`config.mk`:
```
export PLATFORM = sky130hd
export DESIGN_NAME = raster_timing_gen
export DESIGN_NICKNAME = d
export VERILOG_FILES = /design/src/rtl/raster_pkg.sv /design/src/rtl/pix_divider.sv /design/src/rtl/raster_axis.sv /design/src/rtl/raster_core.sv /design/src/rtl/irq_unit.sv /design/src/rtl/raster_timing_gen.sv
export SDC_FILE = /design/constraint.sdc
export NUM_CORES = 1
export LEC_CHECK = 0
export BUFFER_PORTS_ARGS = -buffer_cell sky130_fd_sc_hd__buf_4
export CAP_MARGIN = 10
export CORE_MARGIN = 1.5
export CORE_UTILIZATION = 27
export DETAILED_ROUTE_END_ITERATION = 8
export PLACE_DENSITY = 0.41
export SYNTH_ARGS = -nofsm -noshare
export SYNTH_HDL_FRONTEND = slang
export SYNTH_HIERARCHICAL = 1
export SYNTH_SLANG_ARGS = --single-unit
```
`constraint.sdc`:
```
create_clock -name clk -period 19.52 [get_ports clk]
set_input_delay 3.904 -clock clk [delete_from_list [all_inputs] [get_ports clk]]
set_output_delay 3.904 -clock clk [all_outputs]
set_load 0.01 [all_outputs]
```
`src/rtl/raster_pkg.sv`:
```
`timescale 1ns/1ps
package raster_pkg;
  parameter int unsigned PORCH_W = 8;
  parameter int unsigned SIZE_W  = 11;
  parameter int unsigned DIV_W   = 8;
  // position counters must hold three porch fields plus the active size
  localparam int unsigned CNT_W = $clog2(3 * (2 ** PORCH_W) + (2 ** SIZE_W) + 1);

  typedef struct packed {
    logic [PORCH_W-1:0] sync_m1;
    logic [PORCH_W-1:0] back_m1;
    logic [PORCH_W-1:0] front_m1;
    logic [SIZE_W-1:0]  act_m1;
  } axis_cfg_t;

  typedef enum logic [1:0] {
    TRIG_FRAME  = 2'd0,
    TRIG_ACTIVE = 2'd1,
    TRIG_FRONT  = 2'd2,
    TRIG_NONE   = 2'd3
  } irq_trig_e;
endpackage

```
`src/rtl/pix_divider.sv`:
```
`timescale 1ns/1ps
module pix_divider import raster_pkg::*; (
  input  logic             clk,
  input  logic             rst_n,
  input  logic             run_i,
  input  logic             div_sel_i,
  input  logic [DIV_W-1:0] ratio_m1_i,
  output logic             tick_o
);
  logic [DIV_W-1:0] cnt_q;

  assign tick_o = run_i && (!div_sel_i || (cnt_q == ratio_m1_i));

  always_ff @(posedge clk) begin
    if (!rst_n)                 cnt_q <= '0;
    else if (!run_i || tick_o)  cnt_q <= '0;
    else                        cnt_q <= cnt_q + DIV_W'(1);
  end

  // with a ratio above one and steady settings, ticks never come back to back
  a_r5_tick_spacing: assert property (@(posedge clk) disable iff (!rst_n)
    (tick_o && div_sel_i && (ratio_m1_i != '0)) |=>
      (!tick_o || !run_i || !$stable(ratio_m1_i) || !$stable(div_sel_i)));
endmodule

```
`src/rtl/raster_axis.sv`:
```
`timescale 1ns/1ps
module raster_axis import raster_pkg::*; (
  input  logic [CNT_W-1:0]  pos_i,
  input  axis_cfg_t         cfg_i,
  output logic [CNT_W-1:0]  last_o,
  output logic [CNT_W-1:0]  act_begin_o,
  output logic [CNT_W-1:0]  fp_begin_o,
  output logic              in_sync_o,
  output logic              in_act_o,
  output logic [SIZE_W-1:0] coord_o
);
  logic [CNT_W-1:0] sync_len;
  logic [CNT_W-1:0] total;

  always_comb begin
    sync_len    = CNT_W'(cfg_i.sync_m1) + CNT_W'(1);
    act_begin_o = sync_len + CNT_W'(cfg_i.back_m1) + CNT_W'(1);
    fp_begin_o  = act_begin_o + CNT_W'(cfg_i.act_m1) + CNT_W'(1);
    total       = fp_begin_o + CNT_W'(cfg_i.front_m1) + CNT_W'(1);
    last_o      = total - CNT_W'(1);
    in_sync_o   = pos_i < sync_len;
    in_act_o    = (pos_i >= act_begin_o) && (pos_i < fp_begin_o);
    coord_o     = in_act_o ? SIZE_W'(pos_i - act_begin_o) : '0;
  end
endmodule

```
`src/rtl/raster_core.sv`:
```
`timescale 1ns/1ps
module raster_core import raster_pkg::*; (
  input  logic              clk,
  input  logic              rst_n,
  input  logic              run_i,
  input  logic              tick_i,
  input  axis_cfg_t         hcfg_i,
  input  axis_cfg_t         vcfg_i,
  output logic              hs_o,
  output logic              vs_o,
  output logic              de_o,
  output logic [SIZE_W-1:0] x_o,
  output logic [SIZE_W-1:0] y_o,
  output logic              line_end_o,
  output logic [CNT_W-1:0]  v_next_o,
  output logic [CNT_W-1:0]  v_act_begin_o,
  output logic [CNT_W-1:0]  v_fp_begin_o
);
  logic [CNT_W-1:0]  h_q, v_q, h_last, v_last;
  logic [CNT_W-1:0]  unused_h_act, unused_h_fp;
  logic              h_sync, h_act, v_sync, v_act;
  logic [SIZE_W-1:0] hx, vy;

  raster_axis u_h (
    .pos_i(h_q), .cfg_i(hcfg_i), .last_o(h_last),
    .act_begin_o(unused_h_act), .fp_begin_o(unused_h_fp),
    .in_sync_o(h_sync), .in_act_o(h_act), .coord_o(hx)
  );

  raster_axis u_v (
    .pos_i(v_q), .cfg_i(vcfg_i), .last_o(v_last),
    .act_begin_o(v_act_begin_o), .fp_begin_o(v_fp_begin_o),
    .in_sync_o(v_sync), .in_act_o(v_act), .coord_o(vy)
  );

  assign v_next_o   = (v_q >= v_last) ? '0 : v_q + CNT_W'(1);
  assign line_end_o = run_i && tick_i && (h_q >= h_last);

  always_ff @(posedge clk) begin
    if (!rst_n || !run_i) begin
      h_q <= '0;
      v_q <= '0;
    end else if (tick_i) begin
      if (h_q >= h_last) begin
        h_q <= '0;
        v_q <= v_next_o;
      end else begin
        h_q <= h_q + CNT_W'(1);
      end
    end
  end

  assign hs_o = run_i && h_sync;
  assign vs_o = run_i && v_sync;
  assign de_o = run_i && h_act && v_act;
  assign x_o  = de_o ? hx : '0;
  assign y_o  = de_o ? vy : '0;

  // a line end always returns the column to zero
  a_r2_line_wrap: assert property (@(posedge clk) disable iff (!rst_n)
    line_end_o |=> (h_q == '0));
  // data enable never overlaps either sync region
  a_r4_de_outside_sync: assert property (@(posedge clk) disable iff (!rst_n)
    de_o |-> (!hs_o && !vs_o));
endmodule

```
`src/rtl/irq_unit.sv`:
```
`timescale 1ns/1ps
module irq_unit import raster_pkg::*; (
  input  logic             clk,
  input  logic             rst_n,
  input  logic             frame_start_i,
  input  logic             line_end_i,
  input  logic [CNT_W-1:0] v_next_i,
  input  logic [CNT_W-1:0] v_act_begin_i,
  input  logic [CNT_W-1:0] v_fp_begin_i,
  input  irq_trig_e        trig_i,
  input  logic             glob_en_i,
  input  logic             frame_en_i,
  input  logic             clr_i,
  output logic             irq_o
);
  logic evt, pend_q;

  always_comb begin
    unique case (trig_i)
      TRIG_FRAME:  evt = frame_start_i;
      TRIG_ACTIVE: evt = line_end_i && (v_next_i == v_act_begin_i);
      TRIG_FRONT:  evt = line_end_i && (v_next_i == v_fp_begin_i);
      default:     evt = 1'b0;
    endcase
  end

  always_ff @(posedge clk) begin
    if (!rst_n)     pend_q <= 1'b0;
    else if (evt)   pend_q <= 1'b1;
    else if (clr_i) pend_q <= 1'b0;
  end

  assign irq_o = pend_q && glob_en_i && frame_en_i;

  // a selected event always leaves the flag set
  a_r8_event_sets: assert property (@(posedge clk) disable iff (!rst_n)
    evt |=> pend_q);
  // a clear with no competing event empties the flag
  a_r10_clear_works: assert property (@(posedge clk) disable iff (!rst_n)
    (clr_i && !evt) |=> !pend_q);
endmodule

```
`src/rtl/raster_timing_gen.sv`:
```
`timescale 1ns/1ps
module raster_timing_gen import raster_pkg::*; #(
  parameter int unsigned ADDR_W = 3,
  parameter int unsigned DATA_W = 32
) (
  input  logic              clk,
  input  logic              rst_n,
  input  logic              wr_en,
  input  logic [ADDR_W-1:0] wr_addr,
  input  logic [DATA_W-1:0] wr_data,
  output logic              hsync_o,
  output logic              vsync_o,
  output logic              de_o,
  output logic [SIZE_W-1:0] pix_x_o,
  output logic [SIZE_W-1:0] pix_y_o,
  output logic              pix_tick_o,
  output logic              irq_o
);
  localparam logic [ADDR_W-1:0] A_CTRL = ADDR_W'(0);
  localparam logic [ADDR_W-1:0] A_VTIM = ADDR_W'(1);
  localparam logic [ADDR_W-1:0] A_HTIM = ADDR_W'(2);
  localparam logic [ADDR_W-1:0] A_SIZE = ADDR_W'(3);
  localparam logic [ADDR_W-1:0] A_POL  = ADDR_W'(4);
  localparam logic [ADDR_W-1:0] A_ICFG = ADDR_W'(5);
  localparam logic [ADDR_W-1:0] A_ISTA = ADDR_W'(6);
  localparam int unsigned BP_LSB  = 8;
  localparam int unsigned FP_LSB  = 16;
  localparam int unsigned DIV_LSB = 8;
  localparam int unsigned VSZ_LSB = 16;

  logic             p_en, p_dsel, a_en, a_dsel;
  logic [DIV_W-1:0] p_ratio, a_ratio;
  axis_cfg_t        hcfg, vcfg;
  logic [2:0]       pol;
  logic             glob_en, frame_en;
  irq_trig_e        trig;
  logic             tick, hs_l, vs_l, de_l, line_end;
  logic [CNT_W-1:0] v_next, v_act_begin, v_fp_begin;
  logic             frame_wrap, frame_start, clr;
  logic             unused_bits;

  assign unused_bits = ^wr_data[DATA_W-1:VSZ_LSB+SIZE_W];

  // register write port
  always_ff @(posedge clk) begin
    if (!rst_n) begin
      p_en <= 1'b0; p_dsel <= 1'b0; p_ratio <= '0;
      hcfg <= '0; vcfg <= '0; pol <= '0;
      glob_en <= 1'b0; frame_en <= 1'b0; trig <= TRIG_FRAME;
    end else if (wr_en) begin
      unique case (wr_addr)
        A_CTRL: begin
          p_en    <= wr_data[0];
          p_dsel  <= wr_data[1];
          p_ratio <= wr_data[DIV_LSB +: DIV_W];
        end
        A_VTIM: begin
          vcfg.sync_m1  <= wr_data[0 +: PORCH_W];
          vcfg.back_m1  <= wr_data[BP_LSB +: PORCH_W];
          vcfg.front_m1 <= wr_data[FP_LSB +: PORCH_W];
        end
        A_HTIM: begin
          hcfg.sync_m1  <= wr_data[0 +: PORCH_W];
          hcfg.back_m1  <= wr_data[BP_LSB +: PORCH_W];
          hcfg.front_m1 <= wr_data[FP_LSB +: PORCH_W];
        end
        A_SIZE: begin
          hcfg.act_m1 <= wr_data[0 +: SIZE_W];
          vcfg.act_m1 <= wr_data[VSZ_LSB +: SIZE_W];
        end
        A_POL:  pol <= wr_data[2:0];
        A_ICFG: begin
          glob_en  <= wr_data[0];
          frame_en <= wr_data[1];
          trig     <= irq_trig_e'(wr_data[5:4]);
        end
        default: ;
      endcase
    end
  end

  assign clr         = wr_en && (wr_addr == A_ISTA) && wr_data[0];
  assign frame_wrap  = line_end && (v_next == '0);
  assign frame_start = frame_wrap || (!a_en && p_en);

  // frame-synchronous shadow of enable and divider
  always_ff @(posedge clk) begin
    if (!rst_n) begin
      a_en <= 1'b0; a_dsel <= 1'b0; a_ratio <= '0;
    end else if (!a_en || frame_wrap) begin
      a_en <= p_en; a_dsel <= p_dsel; a_ratio <= p_ratio;
    end
  end

  pix_divider u_div (
    .clk(clk), .rst_n(rst_n), .run_i(a_en), .div_sel_i(a_dsel),
    .ratio_m1_i(a_ratio), .tick_o(tick)
  );

  raster_core u_core (
    .clk(clk), .rst_n(rst_n), .run_i(a_en), .tick_i(tick),
    .hcfg_i(hcfg), .vcfg_i(vcfg),
    .hs_o(hs_l), .vs_o(vs_l), .de_o(de_l), .x_o(pix_x_o), .y_o(pix_y_o),
    .line_end_o(line_end), .v_next_o(v_next),
    .v_act_begin_o(v_act_begin), .v_fp_begin_o(v_fp_begin)
  );

  irq_unit u_irq (
    .clk(clk), .rst_n(rst_n), .frame_start_i(frame_start),
    .line_end_i(line_end), .v_next_i(v_next),
    .v_act_begin_i(v_act_begin), .v_fp_begin_i(v_fp_begin),
    .trig_i(trig), .glob_en_i(glob_en), .frame_en_i(frame_en),
    .clr_i(clr), .irq_o(irq_o)
  );

  assign hsync_o    = hs_l ^ pol[0];
  assign vsync_o    = vs_l ^ pol[1];
  assign de_o       = de_l ^ pol[2];
  assign pix_tick_o = tick;

  // mid-frame, the live enable and divider never move
  a_r6_hold_midframe: assert property (@(posedge clk) disable iff (!rst_n)
    (a_en && !frame_wrap) |=> (a_en && $stable(a_ratio) && $stable(a_dsel)));
endmodule

```
Yosys cells after proc, flatten, opt, wreduce, memory -nomap -nowiden
Index checks and enable logic that the tools add are counted.
{ "classes": {"addsub": 21, "n_lt_le_gt_ge": 8, "n_eq_ne": 11, "n_mux": 9, "bitwise": 4, "n_reduce_logical": 37} }
{ "ops": {"columns": ["cell", "count"], "rows": [
  ["adder 12 x 1 -> 12 bit, second input constant", 8],
  ["adder 12 x 8 -> 12 bit", 4],
  [">= comparator 12 bit", 4],
  ["two-way mux 11 bit", 4],
  ["adder 12 x 11 -> 12 bit", 2],
  ["equality test 12 bit", 2],
  ["less-than comparator 12 bit", 2],
  ["less-than comparator 12 x 9 -> 1 bit", 2],
  ["two-way mux 12 bit", 2],
  ["subtractor 12 x 1 -> 12 bit, second input constant", 2],
  ["subtractor 11 bit", 2],
  ["adder 8 x 1 -> 9 bit, second input constant", 2],
  ["logical AND 1 bit", 17],
  ["AND reduction 2 bit", 7],
  ["logical NOT 12 bit", 1],
  ["equality test 3 bit, second input constant", 3],
  ["adder 8 x 1 -> 8 bit, second input constant", 1],
  ["equality test 8 bit", 1],
  ["equality test 3 x 2 -> 1 bit, second input constant", 2],
  ["logical OR 1 bit", 5],
  ["equality test 3 x 1 -> 1 bit, second input constant", 1],
  ["logical NOT 1 bit", 3],
  ["logical NOT 3 bit", 1],
  ["case mux 1 bit (3 select lines)", 1],
  ["8 further kinds", 11]
]} }
{ "word_totals": {"ff_bits": 130, "input_bits": 38, "out_inout_bits": 27} }

Depth between registers and ports, before layout
Gate-level depths: netlist (run 1).
{ "depth": {"ltp_word": 15, "mapped_depth": 35, "mapped_depth_nobuf": 34} }

Hierarchy
The synthesis (run 1) kept the hierarchy.
{ "modules_own_cells": {"columns": ["mod", "n_inst", "cells_per_inst", "area_per_inst_um2", "seq_area_each_um2"], "rows": [
  ["raster_timing_gen", 1, 416, 3661.0, 1941.9],
  ["raster_axis (u_core.u_v)", 1, 326, 2434.8, 0.0],
  ["raster_axis (u_core.u_h)", 1, 312, 2248.4, 0.0],
  ["raster_core", 1, 261, 2080.7, 480.5],
  ["pix_divider", 1, 45, 422.9, 160.2],
  ["irq_unit", 1, 41, 377.9, 20.0]
]} }

Worst setup path after synthesis (run 1)
Ideal clock, no wire load.
{ "synth_timing": {"kind": "reg-to-output", "from": "register vcfg[27] in the netlist's numbering", "to": "output port de_o", "t_arrival_ns": 5.199, "required_ns": 15.616, "setup_slack_ns": 10.417, "stages_incl_launch_ff": 25, "path_buffers": 2, "cell_sequence": "dfxtp_1 ha_1 fa_1 a21o_1 a21oi_1 nor2b_1 o21ai_0 nor2b_1 xnor2_1 ha_1 a21o_1 a21oi_1 o21ai_0 nor3_1 ha_1 a21oi_1 o211ai_1 a211oi_1 o31a_1 a221oi_4 buf_6 a21oi_1 and3_1 clkbuf_1 xor2_1"} }
{ "synth_between": {"elab_chain_len": 9, "elab_cells_between_ends": 10, "classes_between": "5 x add/sub; 2 x order compare; 1 x bitwise; 2 x reduce/logical"} }
{ "synth_rtl": {"columns": ["element", "line_no", "text"], "rows": [
  ["start, declared", "raster_timing_gen.sv:33", "axis_cfg_t hcfg, vcfg;"],
  ["adder 8 x 1 -> 9 bit (*)", "raster_axis.sv:16", "sync_len = CNT_W'(cfg_i.sync_m1) + CNT_W'(1);"],
  ["adder 12 x 8 -> 12 bit (*)", "raster_axis.sv:17", "act_begin_o = sync_len + CNT_W'(cfg_i.back_m1) + CNT_W'(1);"],
  ["adder 12 x 1 -> 12 bit (*)", "raster_axis.sv:17", null],
  ["net v_act_begin[6]", "raster_timing_gen.sv:38", "logic [CNT_W-1:0] v_next, v_act_begin, v_fp_begin;"],
  ["adder 12 x 11 -> 12 bit", "raster_axis.sv:18", "fp_begin_o = act_begin_o + CNT_W'(cfg_i.act_m1) + CNT_W'(1);"],
  ["adder 12 x 1 -> 12 bit", "raster_axis.sv:18", null],
  ["less-than comparator 12 bit", "raster_axis.sv:22", "in_act_o = (pos_i >= act_begin_o) && (pos_i < fp_begin_o);"],
  ["logical AND 1 bit (*)", "raster_axis.sv:22", null],
  ["net u_core.v_act", "raster_core.sv:21", "logic h_sync, h_act, v_sync, v_act;"],
  ["logical AND 1 bit (*)", "raster_core.sv:55", "assign de_o = run_i && h_act && v_act;"],
  ["net de_l", "raster_timing_gen.sv:37", "logic tick, hs_l, vs_l, de_l, line_end;"],
  ["XOR 1 bit (*)", "raster_timing_gen.sv:118", "assign de_o = de_l ^ pol[2];"],
  ["end, declared", "raster_timing_gen.sv:13", "output logic de_o,"]
]} }
Mark *: on every way through the listed nets, which the timed path passes. The rest lies on a longest branch.

Final worst setup path (run 1)
{ "layout_timing": {"from": "register vcfg[27] in the netlist's numbering", "to": "output port pix_x_o[7]"} }
{ "layout_between": {"elab_chain_len": 9, "elab_cells_between_ends": 10, "classes_between": "5 x add/sub; 2 x order compare; 1 x mux; 2 x reduce/logical"} }
{ "layout_rtl": {"columns": ["element", "line_no", "text"], "rows": [
  ["adder 8 x 1 -> 9 bit (*)", "raster_axis.sv:16", null],
  ["adder 12 x 8 -> 12 bit (*)", "raster_axis.sv:17", null],
  ["adder 12 x 1 -> 12 bit (*)", "raster_axis.sv:17", null],
  ["net v_act_begin[6]", "raster_timing_gen.sv:38", null],
  ["adder 12 x 11 -> 12 bit", "raster_axis.sv:18", null],
  ["adder 12 x 1 -> 12 bit", "raster_axis.sv:18", null],
  ["less-than comparator 12 bit", "raster_axis.sv:22", null],
  ["logical AND 1 bit (*)", "raster_axis.sv:22", null],
  ["net u_core.v_act", "raster_core.sv:21", null],
  ["logical AND 1 bit (*)", "raster_core.sv:55", null],
  ["net de_l", "raster_timing_gen.sv:37", null],
  ["two-way mux 11 bit (*)", "raster_core.sv:56", "assign x_o = de_o ? hx : '0;"],
  ["end, declared", "raster_timing_gen.sv:14", "output logic [SIZE_W-1:0] pix_x_o,"]
]} }
Marks and branches as above.

==> results of run 1 <==
==> cell type report <==
type	instances	area, sq um
clock buffer	17	425.4
clock inverter	15	162.7
fill	4407	28250
inverter	107	401.6
multi-input combinational	1116	7959
sequential	130	2603
tap	532	665.6
timing repair buffer	61	457.9
==> cells in the final DEF (no fill, tap or decap), types with 19 or more instances in the layout <==
| cell | n |
|---|---|
| dfxtp_1 | 130 |
| nor2b_1 | 27 |
| xnor2_1 | 52 |
| inv_1 | 106 |
| xor2_1 | 68 |
| a21o_1 | 22 |
| o21ai_0 | 41 |
| ha_1 | 140 |
| a22o_1 | 19 |
| buf_4 | 61 |
| and2_1 | 27 |
| nor3_1 | 24 |
| a21oi_1 | 48 |
| nand3_1 | 34 |
| a21boi_1 | 54 |
| mux2i_1 | 20 |
| nand2_1 | 217 |
| a21boi_0 | 28 |
| nor2_1 | 94 |
==> registers in the layout, summed over array words and instances (netlist names), 2 cells and up <==
register	cells
a_ratio	8
hcfg	35
p_ratio	8
pol	3
trig	2
u_core/h_q	12
u_core/v_q	12
u_div/cnt_q	8
vcfg	35
==> metal layers <==
layer	track usage (%)	wire, um	vias up
met1	23.68	17980	4370
met5	0	0	-
met2	26.54	15010	110
met4	3.597	283	0
met3	1.821	671	12
li1	-	-	4911
==> tightest hold or removal path, delay by kind of cell (launching register included) <==
| kind | cells | cell delay [ps] |
|---|---|---|
| AO/OA/AOI/OAI | 1 | 50 |
| AND/OR/NAND/NOR | 1 | 50 |
| flip-flops | 1 | 310 |
==> how the worst min path moves through the flow <==
| stage | cells past startpoint | endpoint | slack, ps | startpoint |
|---|---|---|---|---|
| after CTS | 2 | hcfg[32]$_SDFFE_PN0P_ | 460 | hcfg[32]$_SDFFE_PN0P_ |
| after floorplan | 2 | hcfg[0]$_SDFFE_PN0P_ | 440 | hcfg[0]$_SDFFE_PN0P_ |
| after global routing | 2 | hcfg[19]$_SDFFE_PN0P_ | 490 | hcfg[19]$_SDFFE_PN0P_ |
| final | 2 | hcfg[32]$_SDFFE_PN0P_ | 460 | hcfg[32]$_SDFFE_PN0P_ |
| after global placement | 2 | vcfg[0]$_SDFFE_PN0P_ | 440 | vcfg[0]$_SDFFE_PN0P_ |
| after detailed placement | 2 | hcfg[32]$_SDFFE_PN0P_ | 450 | hcfg[32]$_SDFFE_PN0P_ |
==> power by group through the flow <==
stage / registers (mW) / clock network, mW / logic (mW)
finish: 0.273 / 0.324 / 0.102
global route: 0.274 / 0.342 / 0.115
CTS: 0.273 / 0.333 / 0.103
detailed placement: 0.279 / 0 / 0.102
global placement: 0.279 / 0 / 0.101
floorplan: 0.278 / 0 / 0.0709
==> reports/metrics.cfg, run 1 <==
[placed_design]
port_buffers=59
dp_hpwl_um=26960
gp_congestion=0.8462
dp_slack_ps=8927
dp_cells=1946
post_dp_cell_area_sq_mm=0.01209

[final_layout]
fin_area_sq_mm=0.01267
layout-drive-gt1-share_pct=9.267
post-route-util_pct=30.97
antenna_cells=0
areaGrowthSynthToFinish_pct=13.10
fin_nets=1619
final_cells=1978

[clock_tree]
postCtsHoldBufs=0
cts_buffers=17
cts_tree=done
cts_resized=0
cts-htree-levels=4
post_cts_buffers=0
clock-root-buffer=clkbuf_16
clock_path_buffers=2
clkLatencyLatePin_ps=430
clk_pin_slew_worst_paths_ps=70
numClockSinks=130

[setup_path]
critPathCaptureType=primary output
reg2reg_slack_ps=11720
rr_endpoint=a_ratio[7]$_SDFFE_PN0P_
cpPeakStageDelay_ps=730
path_buf_inv=1
critPathMaxFanout=23
crit_arrival_ps=7090
reg2reg_depth=29
critPathMostFrequentCell=a21oi_1
reg2reg_from=vcfg[27]$_SDFFE_PN0P_
crit_path_start=vcfg[27]$_SDFFE_PN0P_
timing_worst_setup_path_type=reg2out
cp_num_cells=23
crit_chain=ha_1 > fa_1 > a21o_1 > a21oi_1 > nor2b_1 > o21ai_0 > nor2b_1 > xnor2_1 > ha_1 > a21o_1 > a21oi_1 > o21ai_0 > nor3_1 > ha_1 > a21oi_1 > o211ai_1 > a211oi_1 > o31a_1 > a221oi_4 > a21oi_1 > and3_1 > and2_1 > buf_4
startpoint_type=flop
crit_end=pix_x_o[7]
required_ps=15620
worst_path_max_delay_cell=and3_1
cpLargestDelayFamily=compound AO/OA/AOI/OAI gates

[synth]
yosysWarningCount=6
synth_area_sq_mm=0.01121
avgSynthCellArea_sq_um=8.016
netlist_instances=1398

[detailed_routing]
ant_nets=0
drt-total-wl_um=33940
viasPerCell=4.754
post-route-drc-count=0
drt_pass1_iterations=5
drt_iter0_drc=426
via_count=9403
wire_per_inst_um=17.16

[hold_path]
hold_path_class=reg2reg

[power_and_ir_drop]
internal_power_mw=0.4922
p_sw_share_pct=29.56
clkPwrFrac_pct=46.4
pwr-share-seq_pct=39.1
power_density_mw_per_mm2=55.14
peakVddDrop_mv=0.06076
power_switching_mw=0.2066
total_power_mw=0.6988
comb_power_share_pct=14.5
leakage_nw=5.438

[run_status]
status=finished clean

[sta]
setup_violations=0
fmax_mhz=90.97
timing.hold.ws_ps=456.5
setup_ws_ps=8527
finalCritPeriodShare_pct=56.32
fin_setup_tns_ps=0
fin_crit_ps=10990
hold_viol_final=0
tightest_slew_ps=1064
slew_violations=0
slew_headroom_pct=28.90
rsz0062_at_grt=false
skew_ps=11.14

[floorplanning]
initial_core_util_pct=27.38
core_sq_mm=0.04092
die_w_um=206.7
rows=74
ios=65
die_area_sq_mm=0.04274
die_height_um=206.7

[grt]
antenna_found_initial=0
grt_max_degree=95
grt_pass1_wl_um=53400
gr-total-overflow=0
grt_use_total_pct=16.53
grt_pass1_vias=9166

[flow_run]
max-cap-violations=0

Power figures use the tool's default switching activity.
==> inputs of run 2 (changes only) <==
clock period = 11.4 ns   (was 19.52 ns; I/O delays follow)
==> run 2 against run 1 <==
  * Total power up 68%
  * Flip-flop and latch count is the same
  * Global-route usage is essentially flat
  * Sequential share of layout area barely moved
  * Wire length increased by 0.80%
  * Core utilization about the same
  * Critical path type unchanged
==> reports/metrics.cfg, run 2 (synthesis results as in run 1) <==
[run_status]
status=finished clean

[sta]
fin_crit_ps=9466
rsz0062_at_grt=false
tightest_slew_ps=1074  ; +10.19 ps
fin_setup_tns_ps=0  ; unchanged
setup_violations=0  ; unchanged
slew_headroom_pct=28.21  ; -0.68 points
hold_viol_final=0  ; unchanged
fmax_mhz=105.6
skew_ps=14.64  ; +3.503 ps
finalCritPeriodShare_pct=83.03
slew_violations=0  ; unchanged
timing.hold.ws_ps=453.8  ; -2.740 ps

[final_layout]
multi_input_area_sq_mm=0.007959  ; unchanged
antenna_cells=0  ; unchanged
final_common_cell=nand2_1
layout-drive-gt1-share_pct=9.330  ; +0.063 points
regArea_sq_mm=0.002603  ; unchanged
fin_area_sq_mm=0.01266  ; -0.15%
fin_nets=1620  ; +0.062%
areaGrowthSynthToFinish_pct=12.93
fillCellCount=4478  ; +1.6%
reg_top3=hcfg x35, vcfg x35
mostFrequentLayoutCells=nand2_1 (217), ha_1 (140), dfxtp_1 (130), inv_1 (106), nor2_1 (94)

[hold_path]
whs_endpoint=hcfg[19]$_SDFFE_PN0P_
hold_depth=2  ; unchanged
hold_path_class=reg2reg
hold_start=hcfg[19]$_SDFFE_PN0P_

[clock_tree]
postCtsHoldBufs=0  ; unchanged
cts-htree-levels=4  ; unchanged
post_cts_buffers=0  ; unchanged
clock-root-buffer=clkbuf_16
cts_buffers=17  ; unchanged
clock_path_buffers=2  ; unchanged
numClockSinks=130  ; unchanged
clk_pin_slew_worst_paths_ps=70  ; about the same
cts_resized=0  ; unchanged
clkLatencyLatePin_ps=440  ; about the same
cts_tree=done

[placed_design]
port_buffers=59  ; unchanged
gp_congestion=0.8356  ; -1.3%
post_dp_cell_area_sq_mm=0.01209  ; about the same
dp_hpwl_um=26990  ; +0.11%

[setup_path]
critPathMostFrequentCell=ha_1
crit_chain=ha_1 > ha_1 > nor2b_1 > o21ai_0 > a21boi_0 > o21ai_0 > nand2b_1 > xor2_1 > ha_1 > and3_2 > a22o_1 > and4b_2 > nor3_1 > ha_1 > a21oi_1 > o211ai_1 > a211oi_1 > o31a_1 > a221oi_4 > a21oi_1 > and3_1 > and2_1 > buf_4
critPathCaptureType=primary output
path_buf_inv=1  ; unchanged
critPathMaxFanout=23  ; unchanged
crit_path_start=vcfg[27]$_SDFFE_PN0P_
cpPeakStageDelay_ps=720  ; about the same
startpoint_type=flop
rr_endpoint=a_ratio[4]$_SDFFE_PN0P_
reg2reg_depth=29  ; unchanged
reg2reg_from=vcfg[27]$_SDFFE_PN0P_
worst_path_max_delay_cell=and3_1
cpLargestDelayFamily=simple AND/OR/NAND/NOR gates
timing_worst_setup_path_type=reg2out
crit_arrival_ps=7190  ; +100 ps
reg2reg_slack_ps=3500  ; -8220 ps
required_ps=9120  ; -6500 ps

[detailed_routing]
drt-total-wl_um=34210  ; +0.80%
drt_iter0_drc=512  ; +20%
drt_pass1_iterations=5  ; unchanged
via_count=9520  ; +1.2%
ant_nets=0  ; unchanged
wire_per_inst_um=17.29  ; +0.75%
post-route-drc-count=0  ; unchanged
met2WireLength_um=15260  ; +1.7%
drt-met1-wl_um=17830  ; -0.79%
wl_met3_um=767  ; +14%
viasPerCell=4.811  ; +1.2%
dr.max_layer_used=met4

[flow_run]
max-cap-violations=0  ; unchanged

[floorplanning]
ios=65  ; unchanged
die_height_um=206.7  ; unchanged
die_w_um=206.7  ; unchanged
rows=74  ; unchanged
initial_core_util_pct=27.38  ; unchanged
die_area_sq_mm=0.04274  ; unchanged
core_sq_mm=0.04092  ; unchanged

[power_and_ir_drop]
power_density_mw_per_mm2=92.90  ; +68%
leakage_nw=5.424  ; -0.26%
peakVddDrop_mv=0.1081  ; +78%
total_power_mw=1.176  ; +68%

[grt]
gr-total-overflow=0  ; unchanged
antenna_found_initial=0  ; unchanged
grt_pass1_wl_um=53500  ; +0.19%
grt_max_degree=77  ; -19%
grt_pass1_vias=9241  ; +0.82%
grt_use_total_pct=16.54  ; about the same

run 2: cell types whose count changed in the layout (fill, tap and decap cells not counted):
cell and delta:
buf_4 +1, inv_8 -1, inv_6 +2, clkinvlp_4 +2, clkinv_4 -2, bufinv_16 -1
run 2: report_power, final:
part           internal, mW  switching [mW]
Combinational        0.0711           0.104
Clock                 0.288           0.245
Sequential            0.461         0.00693
Total                 0.820           0.356
run 2: through the flow:
step / cells / setup WS [ps] / util (%)
5_1_grt: 1979 / 1319 / 30.93
3_5_place_dp: 1947 / 2325 / 29.55
4_1_cts: 1979 / 1820 / 30.93
6_report: 1979 / 1934 / 30.93
3_3_place_gp: 1947 / 2476 / 29.55
2_1_floorplan: 1399 / 3921 / -
run 2: cell type report:
class	count	area share, %
multi-input combinational	1116	62.89
sequential	130	20.56
tap	532	5.260
timing repair buffer	62	3.678
clock buffer	17	3.361
inverter	107	3.174
clock inverter	15	1.078
run 2: worst max path at each step:
stage	to	slack [ps]	cells past startpoint
after floorplan	de_o	3920	24
after global placement	pix_y_o[9]	2480	23
after detailed placement	pix_y_o[10]	2320	23
after CTS	pix_y_o[10]	1820	23
after global routing	pix_x_o[6]	1320	23
final	pix_y_o[9]	1930	23
run 2: worst register-to-register path: cells and delay by family (launching register included):
family	cells	cell delay (ps)
compound gates	9	2790
flops	1	440
simple gates	10	2310
buf+inv	2	110
xor+xnor	3	640
fa+ha+maj	5	1490
run 2: layer usage:
metal	global-route usage (%)	up-vias
li1	-	4932
met1	23.44	4463
met2	26.62	107
met3	2.088	18
met4	3.700	0
met5	0	-
